`src/rtl/adc_rd_pkg.sv`:
```
package adc_rd_pkg;

    typedef enum logic [2:0] {
        ST_IDLE,
        ST_START,
        ST_SEND,
        ST_GETACK,
        ST_RECV,
        ST_PUTACK,
        ST_STOP,
        ST_HOLD
    } rd_state_t;

    typedef struct packed {
        logic [1:0]  chan;
        logic [11:0] code;
    } adc_word_t;

endpackage

```
`src/rtl/adc_qtick.sv`:
```
module adc_qtick #(
    parameter int QDIV = 31
) (
    input  logic clk,
    input  logic rst_n,
    input  logic en,
    output logic tick
);
    localparam int CW = (QDIV > 1) ? $clog2(QDIV) : 1;

    logic [CW-1:0] cnt;

    always_ff @(posedge clk or negedge rst_n) begin
        if (!rst_n) begin
            cnt <= '0;
        end else if (!en || cnt == CW'(QDIV - 1)) begin
            cnt <= '0;
        end else begin
            cnt <= cnt + 1'b1;
        end
    end

    assign tick = en && (cnt == CW'(QDIV - 1));
endmodule

```
`src/rtl/adc_word_unpack.sv`:
```
module adc_word_unpack
    import adc_rd_pkg::*;
(
    input  logic [5:0] first_b,
    input  logic [7:0] second_b,
    output adc_word_t  word
);
    always_comb begin
        word.chan = first_b[5:4];
        word.code = {first_b[3:0], second_b};
    end
endmodule

```
`src/rtl/adc_i2c_reader.sv`:
```
module adc_i2c_reader
    import adc_rd_pkg::*;
#(
    parameter int           CLK_HZ    = 100_000_000,
    parameter int           SCL_HZ    = 800_000,
    parameter logic [6:0]   DEV_ADDR  = 7'h28,
    parameter logic [7:0]   CFG_BYTE  = 8'h10,
    parameter int           CNT_W     = 16,
    parameter int           DEF_BURST = 256,
    parameter int           OUT_W     = 16
) (
    input  logic             clk,
    input  logic             rst_n,
    input  logic             start_i,
    input  logic [CNT_W-1:0] burst_len_i,
    output logic             scl_oe_o,
    output logic             sda_oe_o,
    input  logic             sda_i,
    output logic             busy_o,
    output logic             err_o,
    output logic             smp_valid_o,
    input  logic             smp_ready_i,
    output logic [OUT_W-1:0] smp_data_o,
    output logic [1:0]       smp_chan_o
);
    localparam int QDIV_RAW = CLK_HZ / (4 * SCL_HZ);
    localparam int QDIV     = (QDIV_RAW < 1) ? 1 : QDIV_RAW;

    rd_state_t        state;
    logic [1:0]       q;
    logic [2:0]       bitcnt;
    logic [7:0]       shreg;
    logic             byte_idx;
    logic             cfg_done;
    logic             err_q;
    logic             got_q;
    logic             nack_q;
    logic [CNT_W-1:0] remain;
    logic [5:0]       hi_q;
    logic [7:0]       lo_q;
    logic             tick;
    logic             slot_end;
    logic             mid;
    adc_word_t        word;

    adc_qtick #(.QDIV(QDIV)) u_tick (
        .clk   (clk),
        .rst_n (rst_n),
        .en    (state != ST_IDLE && state != ST_HOLD),
        .tick  (tick)
    );

    adc_word_unpack u_unpack (
        .first_b  (hi_q),
        .second_b (lo_q),
        .word     (word)
    );

    assign slot_end = tick && (q == 2'd3);
    assign mid      = tick && (q == 2'd1);

    always_ff @(posedge clk or negedge rst_n) begin
        if (!rst_n) begin
            state    <= ST_IDLE;
            q        <= '0;
            bitcnt   <= '0;
            shreg    <= '0;
            byte_idx <= 1'b0;
            cfg_done <= 1'b0;
            err_q    <= 1'b0;
            got_q    <= 1'b0;
            nack_q   <= 1'b0;
            remain   <= '0;
            hi_q     <= '0;
            lo_q     <= '0;
        end else begin
            if (tick) q <= q + 1'b1;
            unique case (state)
                ST_IDLE: begin
                    if (start_i) begin
                        remain <= (burst_len_i == '0) ? CNT_W'(DEF_BURST) : burst_len_i;
                        err_q  <= 1'b0;
                        state  <= ST_START;
                    end
                end
                ST_START: begin
                    if (slot_end) begin
                        shreg    <= {DEV_ADDR, cfg_done};
                        bitcnt   <= '0;
                        byte_idx <= 1'b0;
                        state    <= ST_SEND;
                    end
                end
                ST_SEND: begin
                    if (slot_end) begin
                        shreg  <= {shreg[6:0], 1'b0};
                        bitcnt <= bitcnt + 1'b1;
                        if (bitcnt == 3'd7) state <= ST_GETACK;
                    end
                end
                ST_GETACK: begin
                    if (mid) nack_q <= sda_i;
                    if (slot_end) begin
                        if (nack_q) begin
                            err_q <= 1'b1;
                            state <= ST_STOP;
                        end else if (!cfg_done && !byte_idx) begin
                            shreg    <= CFG_BYTE;
                            byte_idx <= 1'b1;
                            state    <= ST_SEND;
                        end else if (!cfg_done) begin
                            cfg_done <= 1'b1;
                            state    <= ST_STOP;
                        end else begin
                            bitcnt <= '0;
                            state  <= ST_RECV;
                        end
                    end
                end
                ST_RECV: begin
                    if (mid) shreg <= {shreg[6:0], sda_i};
                    if (slot_end) begin
                        bitcnt <= bitcnt + 1'b1;
                        if (bitcnt == 3'd7) begin
                            if (!byte_idx) hi_q <= shreg[5:0];
                            else           lo_q <= shreg;
                            state <= ST_PUTACK;
                        end
                    end
                end
                ST_PUTACK: begin
                    if (slot_end) begin
                        if (!byte_idx) begin
                            byte_idx <= 1'b1;
                            state    <= ST_RECV;
                        end else begin
                            got_q <= 1'b1;
                            state <= ST_STOP;
                        end
                    end
                end
                ST_STOP: begin
                    if (slot_end) begin
                        if (err_q)      state <= ST_IDLE;
                        else if (got_q) state <= ST_HOLD;
                        else            state <= ST_START;
                    end
                end
                ST_HOLD: begin
                    if (smp_ready_i) begin
                        got_q <= 1'b0;
                        if (remain == CNT_W'(1)) begin
                            state <= ST_IDLE;
                        end else begin
                            remain <= remain - 1'b1;
                            state  <= ST_START;
                        end
                    end
                end
                default: state <= ST_IDLE;
            endcase
        end
    end

    always_comb begin
        scl_oe_o = 1'b0;
        sda_oe_o = 1'b0;
        unique case (state)
            ST_START: begin
                sda_oe_o = (q >= 2'd2);
                scl_oe_o = (q == 2'd3);
            end
            ST_SEND: begin
                scl_oe_o = (q == 2'd0) || (q == 2'd3);
                sda_oe_o = ~shreg[7];
            end
            ST_GETACK, ST_RECV: begin
                scl_oe_o = (q == 2'd0) || (q == 2'd3);
            end
            ST_PUTACK: begin
                scl_oe_o = (q == 2'd0) || (q == 2'd3);
                sda_oe_o = ~byte_idx;
            end
            ST_STOP: begin
                scl_oe_o = (q == 2'd0);
                sda_oe_o = (q <= 2'd1);
            end
            default: begin
                scl_oe_o = 1'b0;
                sda_oe_o = 1'b0;
            end
        endcase
    end

    assign busy_o      = (state != ST_IDLE);
    assign err_o       = err_q;
    assign smp_valid_o = (state == ST_HOLD);
    assign smp_data_o  = {{(OUT_W - 12){1'b0}}, word.code};
    assign smp_chan_o  = word.chan;
endmodule

```
`config.mk`:
```
export PLATFORM = sky130hd
export DESIGN_NAME = adc_i2c_reader
export DESIGN_NICKNAME = d
export VERILOG_FILES = /design/src/rtl/adc_rd_pkg.sv /design/src/rtl/adc_qtick.sv /design/src/rtl/adc_word_unpack.sv /design/src/rtl/adc_i2c_reader.sv
export SDC_FILE = /design/constraint.sdc
export NUM_CORES = 1
export LEC_CHECK = 0
export CORE_UTILIZATION = 45
export DETAILED_ROUTE_END_ITERATION = 12
export DONT_BUFFER_PORTS = 1
export GPL_TIMING_DRIVEN = 0
export PLACE_DENSITY = 0.71
export SYNTH_ARGS = -nofsm -noshare
export SYNTH_HDL_FRONTEND = slang
export SYNTH_HIERARCHICAL = 1
export SYNTH_SLANG_ARGS = --single-unit
```
`constraint.sdc`:
```
create_clock -name clk -period 3.9 [get_ports clk]
set_input_delay 0.78 -clock clk [delete_from_list [all_inputs] [get_ports clk]]
set_output_delay 0.78 -clock clk [all_outputs]
set_load 0.02 [all_outputs]
```
# Word level (Yosys, flattened, before mapping)
# Cells that the tools add are included.
[word_totals]
out_inout_bits = 23
reg_bits = 56
[classes]
n_lt_le_gt_ge = 2
bitwise = 4
add_sub_neg = 4
reduce_logical = 33
mux = 54
eq_ne = 32
[op_table]
columns = ["cell", "count"]
rows = [
  ["$mux 16", 4],
  ["$mux 3", 20],
  ["$mux 8", 6],
  ["$ne 2x2->1 const B", 17],
  ["$pmux 16 s2", 1],
  ["$pmux 8 s4", 1],
  ["$pmux 3 s8", 1],
  ["$reduce_and 4->1", 6],
  ["$eq 16x1->1 const B", 1],
  ["$logic_not 16->1", 1],
  ["$sub 16x1->16 const B", 1],
  ["$eq 3x3->1 const B", 5],
  ["$reduce_and 7->1", 2],
  ["$mux 1", 12],
  ["$reduce_and 10->1", 1],
  ["$pmux 3 s3", 1],
  ["$reduce_bool 3->1", 3],
  ["$eq 3x2->1 const B", 2],
  ["$pmux 1 s3", 2],
  ["$reduce_and 6->1", 1],
  ["$reduce_bool 2->1", 3],
  ["$add 5x1->5 const B", 1],
  ["$eq 5x5->1 const B", 1],
  ["$logic_and 1x1->1", 5],
  ["other kinds (22)", 31],
]

# Depth between registers and ports, before layout
[depth]
word_depth = 6
depth_mapped = 14
mapped_depth_nobuf = 11

# Modules after synthesis
# Netlist, hierarchy kept.
[by_module_without_submodules]
columns = ["module", "cells_each", "n_inst", "area_per_inst_um2", "seq_area_each_um2"]
rows = [
  ["adc_i2c_reader", 321, 1, 2907.8, 1276.2],
  ["adc_qtick", 22, 1, 226.5, 125.1],
  ["adc_word_unpack", 14, 1, 105.1, 0.0],
]

# Worst setup path after synthesis
# OpenSTA, ideal clock, no wires.
[synth_timing]
kind = "flip-flop to flip-flop"
start = "register state[0]"
end = "register lo_q[0]"
slack_ps = 986
period_less_slack_ps = 2914
required_ps = 3775
arrival_ps = 2789
setup_time_ps = 125
stages_incl_launch_ff = 14
cell_sequence = "dfrtp_1 ha_1 buf_2 nand2_1 inv_1 buf_1 nor2_1 inv_1 nor2_1 and2_1 clkbuf_1 nand2_1 nor2_2 mux2_2"
[synth_between]
elab_chain_cells = 5
word_cells_on_any_way = 7
cone_classes = "eq/ne: 2; reduce/logical: 5"
[synth_lines]
columns = ["element", "line", "rtl"]
rows = [
  ["start: declaration", "adc_i2c_reader.sv:29", "rd_state_t state;"],
  ["start signal: assignment", "adc_i2c_reader.sv:64", "state <= ST_IDLE;"],
  ["start signal: assignment", "adc_i2c_reader.sv:83", "state <= ST_START;"],
  ["start signal: assignment", "adc_i2c_reader.sv:91", "state <= ST_SEND;"],
  ["$ne 3x3->1 or $reduce_bool 3->1 (tied branches)", "adc_i2c_reader.sv:49", ".en (state != ST_IDLE && state != ST_HOLD),"],
  ["$logic_and 1x1->1 *", "adc_i2c_reader.sv:49", ""],
  ["$logic_and 1x1->1 *", "adc_qtick.sv:23", "assign tick = en && (cnt == CW'(QDIV - 1));"],
  ["net tick", "adc_i2c_reader.sv:41", "logic tick;"],
  ["$logic_and 1x1->1 *", "adc_i2c_reader.sv:59", "assign slot_end = tick && (q == 2'd3);"],
  ["$reduce_and 4->1 (no source line) *", "-", ""],
  ["end signal: assignment", "adc_i2c_reader.sv:126", "else lo_q <= shreg;"],
  ["end: declaration", "adc_i2c_reader.sv:40", "logic [7:0] lo_q;"],
]
# Mark *: on every way through the listed nets, which the timed path passes. The rest lies on a longest branch.
# A chain may end at the register's enable or synchronous reset.

# Worst setup path in the final report
# Same ends and word-level chain as after synthesis.

==> out/results.tsv <==
metric	value	unit
status	finished, final reports clean	
ys_ff_latch	56	
synth_area	3239	um2
syn_to_final_growth	7.377	%
grt_use_total	19.48	%
ys.flop_type	dfrtp_1	
powerDensity	557.5	nW/um2
layout_commonest_cell	dfrtp_1	
rows	30	
wl	7004	um
fmax	0.2764	GHz
drc	0	
ir_worst_vdd	0.0003570	V
ys_seq_area_share	43.26	%
crit_type	reg -> reg	
wl_per_cell	15.09	um
grt_pass1_vias	2367	
multi_input_area	1594	um2
nNetsFinal	402	
antenna_found_initial	0	
async_reset_ff_share	100.0	%
cts.repair.resized	0	
placed_cells	456	
drtIter0Drc	225	
vias_per_cell	5.528	
grt_max_degree	57	
grt_overflow_total	0	
synth-edff-count	0	
utilization	50.64	%
cts.sink_count	56	
die_w	86.85	um
holdWs	0.1396	ns
drv_cap	0	
netlist.area_leader.share	43.26	%
stdcell_count	464	
htree_levels	2	
avgSynthCellArea	9.074	um2
cts_setup_buffers	0	
layout_common_cells	dfrtp_1 (56), nand2_1 (38), nor2_1 (29)	
setup_viol	0	
io_buffers	0	
synth_cell_type_count	50	
skew	0.01088	ns
clkTransAtPathRegs	0.11	ns
grt_pass1_wl	11430	um
rrSetupSlack	0.28	ns
cts_root_buffer	clkbuf_8	
placed_area	3371	um2
ys_warn_count	6	
maxSlewViolCount	0	
final_layout_size_suffix_gt1_share	14.13	%
tightest_slew	0.7310	ns
clk_latency	0.32	ns
fin_area	3478	um2
rsz0062_at_grt	false	
worstPathRequired	4.11	ns
syn_inst	357	
drtPass1Iterations	4	
cp_max_fo	10	
num_io_pins	44	
gp_congestion	0.8683	
power_leakage	1.545	nW
max_slew_margin	51.27	%
cts_tree	yes	
route.vias.total	2565	
hold_buffers	0	
diodes	0	
post-dp-hpwl	4996	um
hp-class	in -> async	
n_fill_cell	673	
initial_core_util	47.16	%
finalCritPeriodShare	92.77	%
detail-route-antenna-nets	0	
coreArea	6869	um2
die_h	86.85	um
area.sequential	1401	um2
setup_tns	0	ns
cts.path.max_buffers	2	
min_period	3.618	ns
cts_made_buffers	5	
hold_violations	0	
dieArea	7542	um2
synthTopCellsByArea	dfrtp_1 (43%), ha_1 (5.4%), mux2_2 (5.2%)	
yosysTopAreaCell	dfrtp_1	
end_kind	flop	
critPathArrivalTime	3.83	ns
start_kind	flop	
-- worst max-delay path, stage by stage, from the launching register on --
cell and delay [ns]:
dfrtp_1 0.43, ha_1 0.20, buf_2 0.17, nand2_1 0.12
inv_1 0.12, buf_1 0.36, nor2_1 0.29, inv_1 0.06
nor2_1 0.33, and2_1 0.18, clkbuf_1 0.33, nand2_1 0.23
nor2_4 0.32, mux2_2 0.38
-- report_power, final --
part / switching [W] / internal (W) / leakage [nW] / total (W)
Clock: 0.000201 / 0.000129 / 0.0485 / 0.000331
Sequential: 0.000120 / 0.000697 / 0.731 / 0.000817
Combinational: 0.000510 / 0.000282 / 0.765 / 0.000791
Total: 0.000831 / 0.00111 / 1.55 / 0.00194
-- cells by family after synthesis --
family / Yosys count / synth area share (%)
DFF: 56 / 43.26
AOI/OAI and AO/OA: 91 / 16.61
muxes: 19 / 6.450
other: 1 / 0.1158
and+or+nand+nor: 122 / 18.69
buffers and inverters: 50 / 8.382
adders and majority gates: 14 / 5.408
xor gates and xnor gates: 4 / 1.082
-- routing by layer --
| metal | global-route usage [%] | wire (um) | vias up |
|---|---|---|---|
| met5 | 0 | 0 | - |
| met2 | 30.28 | 3386 | 57 |
| met4 | 5.758 | 70 | 0 |
| li1 | - | - | 1253 |
| met3 | 4.381 | 313 | 9 |
| met1 | 27.17 | 3235 | 1246 |
-- synthesized netlist by cell type, types with 4 or more instances --
master / instances
dfrtp_1: 56
nand2_1: 38
nor2_1: 29
a21oi_1: 24
o21ai_1: 21
buf_4: 19
o21ai_0: 17
inv_1: 15
mux2_2: 15
ha_1: 14
nor3_1: 11
nor4_1: 9
clkbuf_1: 8
nand3_1: 7
nand4_1: 6
a31oi_1: 5
buf_2: 4
mux2i_1: 4
nand2b_1: 4
o22ai_1: 4
-- final cells by class --
| cell class | instances | share of cell area, % |
|---|---|---|
| flip-flops and latches | 56 | 40.29 |
| well taps | 96 | 3.453 |
| clock inverters | 3 | 0.6475 |
| clock buffers | 5 | 1.978 |
| multi-input cells | 254 | 45.83 |
| inverters | 15 | 1.619 |
| plain buffers | 35 | 6.187 |
-- final timing paths --
kind                                 end          start  depth (start not counted)
max reg2reg                      lo_q[0]       state[0]                         13
max                              lo_q[0]       state[0]                         13
min                                 q[1]          rst_n                          0
max in group asynchronous          err_o          rst_n                          0
min in group clk           u_tick/cnt[0]  u_tick/cnt[0]                          1
min reg2reg                u_tick/cnt[0]  u_tick/cnt[0]                          1
-- through the flow --
step                total power [W]  worst slack, ns
floorplan                  0.001422           0.9862
global placement           0.001586           0.2386
detailed placement         0.001602           0.2086
CTS                        0.001935           0.1908
global route               0.002080          0.02644
finish                     0.001939           0.2820
-- state kept, by name (all words and copies together) (netlist names) --
register    flops
got_q           1
cfg_done        1
err_o           1
byte_idx        1
remain         16
u_tick/cnt      5
bitcnt          3
shreg           8
nack_q          1
q               2
lo_q            8
state           3
hi_q            6
Note: power is estimated with default switching activity, not from simulation.
